**src/rtl/caf_pkg.sv**
```systemverilog
package caf_pkg;
  localparam int ID_W  = 29;
  localparam int STD_W = 11;

  typedef enum logic [1:0] {
    FM_EXACT  = 2'd0,
    FM_ALL    = 2'd1,
    FM_PART_A = 2'd2,
    FM_PART_B = 2'd3
  } fmode_e;

  // Layout equals the 32-bit configuration word of a slot.
  typedef struct packed {
    fmode_e          mode;
    logic            ide;
    logic [ID_W-1:0] id;
  } bufcfg_t;
endpackage

```
**src/rtl/caf_cfg_regs.sv**
```systemverilog
module caf_cfg_regs
  import caf_pkg::*;
#(
  parameter int NUM_BUF = 16,
  parameter int ADDR_W  = 5
) (
  input  logic                      clk_i,
  input  logic                      rst_ni,
  input  logic                      cfg_we_i,
  input  logic [ADDR_W-1:0]         cfg_addr_i,
  input  logic [31:0]               cfg_wdata_i,
  output bufcfg_t [NUM_BUF-1:0]     buf_cfg_o,
  output logic [NUM_BUF-1:0]        buf_en_o,
  output logic [ID_W-1:0]           mask_a_o,
  output logic [ID_W-1:0]           mask_b_o
);
  localparam int EN_ADDR = NUM_BUF;
  localparam int MA_ADDR = NUM_BUF + 1;
  localparam int MB_ADDR = NUM_BUF + 2;

  for (genvar g = 0; g < NUM_BUF; g++) begin : g_slot
    logic    wr_en;
    bufcfg_t cfg_d;
    bufcfg_t cfg_q;

    assign wr_en = cfg_we_i && (cfg_addr_i == ADDR_W'(g));

    always_comb begin
      cfg_d = bufcfg_t'(cfg_wdata_i);
    end

    always_ff @(posedge clk_i or negedge rst_ni) begin
      if (!rst_ni)    cfg_q <= '0;
      else if (wr_en) cfg_q <= cfg_d;
    end

    assign buf_cfg_o[g] = cfg_q;
  end

  logic                en_we, ma_we, mb_we;
  logic [NUM_BUF-1:0]  en_d, en_q;
  logic [ID_W-1:0]     ma_d, ma_q, mb_d, mb_q;

  always_comb begin
    en_we = cfg_we_i && (cfg_addr_i == ADDR_W'(EN_ADDR));
    ma_we = cfg_we_i && (cfg_addr_i == ADDR_W'(MA_ADDR));
    mb_we = cfg_we_i && (cfg_addr_i == ADDR_W'(MB_ADDR));
    en_d  = cfg_wdata_i[NUM_BUF-1:0];
    ma_d  = cfg_wdata_i[ID_W-1:0];
    mb_d  = cfg_wdata_i[ID_W-1:0];
  end

  always_ff @(posedge clk_i or negedge rst_ni) begin
    if (!rst_ni)    en_q <= '0;
    else if (en_we) en_q <= en_d;
  end

  always_ff @(posedge clk_i or negedge rst_ni) begin
    if (!rst_ni)    ma_q <= '0;
    else if (ma_we) ma_q <= ma_d;
  end

  always_ff @(posedge clk_i or negedge rst_ni) begin
    if (!rst_ni)    mb_q <= '0;
    else if (mb_we) mb_q <= mb_d;
  end

  assign buf_en_o = en_q;
  assign mask_a_o = ma_q;
  assign mask_b_o = mb_q;
endmodule

```
**src/rtl/caf_buf_match.sv**
```systemverilog
module caf_buf_match
  import caf_pkg::*;
(
  input  bufcfg_t         cfg_i,
  input  logic            en_i,
  input  logic            busy_i,
  input  logic [ID_W-1:0] rx_id_i,
  input  logic            rx_ide_i,
  input  logic [ID_W-1:0] mask_a_i,
  input  logic [ID_W-1:0] mask_b_i,
  output logic            match_o
);
  localparam logic [ID_W-1:0] STD_CARE = {{STD_W{1'b1}}, {(ID_W-STD_W){1'b0}}};

  logic [ID_W-1:0] mode_care;
  logic [ID_W-1:0] frame_care;
  logic            id_ok;

  always_comb begin
    unique case (cfg_i.mode)
      FM_EXACT:  mode_care = '1;
      FM_ALL:    mode_care = '0;
      FM_PART_A: mode_care = mask_a_i;
      FM_PART_B: mode_care = mask_b_i;
      default:   mode_care = '1;
    endcase
    frame_care = rx_ide_i ? '1 : STD_CARE;
    id_ok      = ~|((rx_id_i ^ cfg_i.id) & mode_care & frame_care);
    match_o    = en_i && !busy_i && (cfg_i.ide == rx_ide_i) && id_ok;
  end
endmodule

```
**src/rtl/caf_prio_enc.sv**
```systemverilog
module caf_prio_enc #(
  parameter int N     = 16,
  parameter int IDX_W = 4
) (
  input  logic [N-1:0]     req_i,
  output logic             any_o,
  output logic [IDX_W-1:0] idx_o
);
  always_comb begin
    any_o = |req_i;
    idx_o = '0;
    for (int i = N - 1; i >= 0; i--) begin
      if (req_i[i]) idx_o = IDX_W'(i);
    end
  end
endmodule

```
**src/rtl/can_accept_filter.sv**
```systemverilog
module can_accept_filter
  import caf_pkg::*;
#(
  parameter  int NUM_BUF = 16,
  localparam int IDX_W   = (NUM_BUF > 1) ? $clog2(NUM_BUF) : 1,
  localparam int ADDR_W  = $clog2(NUM_BUF + 3)
) (
  input  logic                clk_i,
  input  logic                rst_ni,
  input  logic                cfg_we_i,
  input  logic [ADDR_W-1:0]   cfg_addr_i,
  input  logic [31:0]         cfg_wdata_i,
  input  logic                rx_valid_i,
  input  logic [ID_W-1:0]     rx_id_i,
  input  logic                rx_ide_i,
  input  logic [NUM_BUF-1:0]  buf_busy_i,
  output logic                hit_o,
  output logic [IDX_W-1:0]    buf_idx_o,
  output logic                nomatch_o
);
  bufcfg_t [NUM_BUF-1:0] buf_cfg;
  logic    [NUM_BUF-1:0] buf_en;
  logic    [ID_W-1:0]    mask_a, mask_b;
  logic    [NUM_BUF-1:0] match_vec;
  logic                  any_match;
  logic    [IDX_W-1:0]   win_idx;

  caf_cfg_regs #(.NUM_BUF(NUM_BUF), .ADDR_W(ADDR_W)) u_cfg (
    .clk_i       (clk_i),
    .rst_ni      (rst_ni),
    .cfg_we_i    (cfg_we_i),
    .cfg_addr_i  (cfg_addr_i),
    .cfg_wdata_i (cfg_wdata_i),
    .buf_cfg_o   (buf_cfg),
    .buf_en_o    (buf_en),
    .mask_a_o    (mask_a),
    .mask_b_o    (mask_b)
  );

  for (genvar g = 0; g < NUM_BUF; g++) begin : g_match
    caf_buf_match u_match (
      .cfg_i    (buf_cfg[g]),
      .en_i     (buf_en[g]),
      .busy_i   (buf_busy_i[g]),
      .rx_id_i  (rx_id_i),
      .rx_ide_i (rx_ide_i),
      .mask_a_i (mask_a),
      .mask_b_i (mask_b),
      .match_o  (match_vec[g])
    );
  end

  caf_prio_enc #(.N(NUM_BUF), .IDX_W(IDX_W)) u_prio (
    .req_i (match_vec),
    .any_o (any_match),
    .idx_o (win_idx)
  );

  logic             hit_d, hit_q, nm_d, nm_q;
  logic [IDX_W-1:0] idx_d, idx_q;

  always_comb begin
    hit_d = rx_valid_i && any_match;
    nm_d  = rx_valid_i && !any_match;
    idx_d = hit_d ? win_idx : idx_q;
  end

  always_ff @(posedge clk_i or negedge rst_ni) begin
    if (!rst_ni) begin
      hit_q <= 1'b0;
      nm_q  <= 1'b0;
      idx_q <= '0;
    end else begin
      hit_q <= hit_d;
      nm_q  <= nm_d;
      idx_q <= idx_d;
    end
  end

  assign hit_o     = hit_q;
  assign nomatch_o = nm_q;
  assign buf_idx_o = idx_q;
endmodule

```
**config.mk**
```make
export PLATFORM = sky130hd
export DESIGN_NAME = can_accept_filter
export DESIGN_NICKNAME = d
export VERILOG_FILES = /design/src/rtl/caf_pkg.sv /design/src/rtl/caf_cfg_regs.sv /design/src/rtl/caf_buf_match.sv /design/src/rtl/caf_prio_enc.sv /design/src/rtl/can_accept_filter.sv
export SDC_FILE = /design/constraint.sdc
export NUM_CORES = 2
export LEC_CHECK = 0
export BUFFER_PORTS_ARGS = -buffer_cell sky130_fd_sc_hd__buf_2
export CORE_UTILIZATION = 30
export CTS_CLUSTER_SIZE = 40
export DETAILED_ROUTE_END_ITERATION = 16
export PLACE_DENSITY = 0.56
export SYNTH_ARGS = -nofsm -noshare
export SYNTH_HDL_FRONTEND = slang
export SYNTH_SLANG_ARGS = --single-unit
export TNS_END_PERCENT = 5
```
**constraint.sdc**
```tcl
create_clock -name clk_i -period 3.75 [get_ports clk_i]
set_input_delay 0.1875 -clock clk_i [delete_from_list [all_inputs] [get_ports clk_i]]
set_output_delay 0.1875 -clock clk_i [all_outputs]
set_load 0.005 [all_outputs]
```
==> flow_summary.yaml <==
logic_synthesis:
  syn-instance-count: 3826
  mappedNetlistArea_sq_mm: 0.0383
  synth-async-reset-ratio_pct: 100
  ys_types: 61
  synth_nets: 3913
  synthMuxAreaShare_pct: 17.3
  synth_top_family_by_area: "multiplexers"
  yosys.area_share.simple_pct: 15.4
  syn_avg_cell_area_sq_um: 10.0
  seq_area_frac_synth_pct: 38.7
  synth_compound_area_share_pct: 11.7
  synthXorXnorAreaFrac_pct: 11.0
  synth-main-ff-cell: "dfrtp_1"
  synth_fa_ha_area_share_pct: 0
  ys.warnings.count: 0
  ys_ff_latch: 592
  synth_edf_count: 0
hold_path:
  min_path_type: "input port to flip-flop"
detailed_routing:
  viasPerCell: 5.71
  vias: 31658
  drt_iter0_drc: 3929
  drc_errors: 0
  dr.pass1.iters: 6
  wl_per_cell_um: 29.1
  routed_wl_um: 161000
  ant_nets: 0
setup_path:
  critPathLaunchType: "flip-flop"
  cp_max_fo: 40
  path_class: "flip-flop to flip-flop"
  crit_required_ns: 4.27
  end_kind: "flip-flop"
  arrival_ns: 4.15
cells_and_area:
  layout.nets: 3928
  finish.instance_area_sq_mm: 0.0438
  area_growth_pct: 14.6
  fin_cells: 5546
  drive_gt1_share_pct: 30.1
  final_util_pct: 34.8
  n_fill_cell: 12660
global_route:
  grt_pass1_wl_um: 231000
  overflow: 0
  grt_pass1_vias: 30272
  antenna_found_initial: 10
  grt_max_degree: 89
  grt_usage_pct: 24.5
timing:
  hold_viol: 0
  fin_crit_ns: 3.63
  maxSlewViolCount: 0
  finClkSkew_ns: 0.0208
  max_slew.worst_pin.slew_ns: 1.29
  setup_ws_ns: 0.121
  slew_headroom_pct: 13.7
  final-setup-viol-count: 0
  fin_crit_sh_pct: 96.8
  rsz0062_at_grt: "no"
  fmax_mhz: 276
placement:
  gp_congestion: 0.951
  pre_cts_ws_ns: 0.0678
  dp_cells: 5419
  io_buffers: 92
  placed_area_sq_mm: 0.0415
  dp_hpwl_um: 109000
cts:
  cts_sinks: 592
  cts_tree: "yes"
  h-tree-depth: 3
  cts_buffers: 67
  cts_root_buf: "clkbuf_16"
  clock_path_buffers: 3
  insertion_delay_ns: 0.63
  path_clk_slew_ns: 0.06
run:
  drv_cap: 0
power:
  power_uw: 25100
  p_per_area_mw_per_mm2: 572
  leakagePower_uw: 0.0173
  ir_drop_mv: 0.319
status:
  status: "finished, final reports clean"
die:
  start_util_pct: 30.4
  die_area_sq_mm: 0.129
  core-area_sq_mm: 0.126
  die_h_um: 359
  io_pins: 93
  die_w_um: 359
  num_rows: 130
## logic make-up (layout without fill, tap and decap cells)
| logic type | after synthesis | in the layout |
|---|---|---|
| flops | 592 | 592 |
| buf+inv | 474 | 540 |
| mux | 587 | 587 |
| compound gates | 659 | 659 |
| other cells | 0 | 4 |
| xor+xnor | 480 | 480 |
| simple gates | 1034 | 1034 |
## registers in the layout, summed over array words and instances (netlist names)
name / cells
hit_o: 1
u_cfg.mask_a_o: 29
u_cfg.buf_en_o: 16
buf_idx_o: 4
nomatch_o: 1
u_cfg.buf_cfg_o: 512
u_cfg.mask_b_o: 29
## area by class of cell
class	count	area (sq um)	share of cell area (%)
flip-flops and latches	592	14900	33.9
multi-input cells	2760	21300	48.6
repair buffers	407	3240	7.40
clock inverters	30	394	0.899
inverters	13	48.8	0.111
diodes	4	10.0	0.0228
clock buffers	90	1920	4.37
well taps	1650	2060	4.71
## cell usage after synthesis, types with 11 or more instances
cell       count  area, sq um
dfrtp_1      592        14800
mux2_2       587         6610
xnor2_1      354         3100
nand2_1      341         1280
nor3b_1      312         2340
a211oi_1     308         2310
buf_2        178          891
clkbuf_1     169          634
nor2b_1      126          788
xor2_1       126         1100
a21oi_1      116          581
o21ai_0      112          561
nand3_1      109          546
buf_1         58          218
nor4_1        56          350
buf_4         43          323
nand4_1       28          175
a21o_1        14          105
a31oi_1       14         87.6
a2bb2oi_1     12          105
o22ai_1       12         75.1
buf_6         11          124
inv_1         11         41.3
nor2_1        11         41.3
## critical path, cell delays in order (launching register included)
cell	delay, ns
dfrtp_2	0.85
nand2_1	0.11
a211oi_1	0.44
nor4_2	0.17
and4_1	0.31
and2_1	0.19
a221oi_1	0.50
nand4_1	0.27
o31a_1	0.38
mux2_2	0.27
## metal layers
| metal | global-route usage, % | routed length [um] | vias up |
|---|---|---|---|
| met5 | 0 | 41 | - |
| met4 | 10.5 | 7310 | 6 |
| met3 | 4.79 | 15100 | 338 |
| met2 | 37.3 | 70800 | 1608 |
| met1 | 33.6 | 68000 | 16085 |
| li1 | - | - | 13621 |
## metrics by stage
stage | TNS [ns] | hold slack (ns)
6_report | 0 | 0.195
3_5_place_dp | 0 | 0.305
4_1_cts | 0 | 0.182
2_1_floorplan | 0 | -0.108
3_3_place_gp | -0.00219 | 0.313
5_1_grt | 0 | 0.200
## layout by cell type (no fill, tap or decap), drive strengths merged, types with 5 or more instances in the layout
cell type	netlist	routed
a31o	8	8
o21ai	114	114
nor3b	312	312
nor2b	126	126
buf	290	405
nor3	8	8
nand3b	6	6
xnor2	354	354
nor2	11	11
and4	5	5
a31oi	14	14
clkinv	0	17
dfrtp	592	592
o22ai	12	12
mux2	587	587
nand2	341	341
and2	6	6
xor2	126	126
a21oi	116	116
nand4	28	28
a21o	14	14
bufinv	0	9
nor4b	8	8
a211oi	308	308
clkbuf	171	90
a2bb2oi	12	12
a221oi	10	10
o221ai	5	5
o2bb2ai	8	8
or4	5	5
nand3	109	109
nor4	57	57
a2111oi	13	13
inv	13	14
## worst paths after layout
| path | start | to | slack [ns] | cells after the start |
|---|---|---|---|---|
| setup / recovery | u_cfg.buf_cfg_o[415] | buf_idx_o[1] | 0.12 | 9 |
| hold / removal | cfg_wdata_i[0] | u_cfg.mask_b_o[0] | 0.20 | 2 |
| setup reg to reg | u_cfg.buf_cfg_o[415] | buf_idx_o[1] | 0.12 | 9 |
| hold reg to reg | u_cfg.buf_en_o[2] | u_cfg.buf_en_o[2] | 0.51 | 1 |
| max in group asynchronous | rst_ni | u_cfg.buf_cfg_o[447] | 2.31 | 3 |
| min in group asynchronous | rst_ni | u_cfg.buf_cfg_o[104] | 0.25 | 2 |
## where the power goes
group          switching (uW)  internal [uW]  leakage, uW
Combinational            4720           3850      0.00865
Clock                    2960           4220      0.00114
Sequential               1700           7640      0.00753
## what timing repair did
item                                   CTS  global route
endpoints found under the hold margin   77             0
setup endpoints to repair                0             3
setup buffers                            0             1
gates resized for setup                  0             8
hold buffers                             2             0
Power figures use the tool's default switching activity.
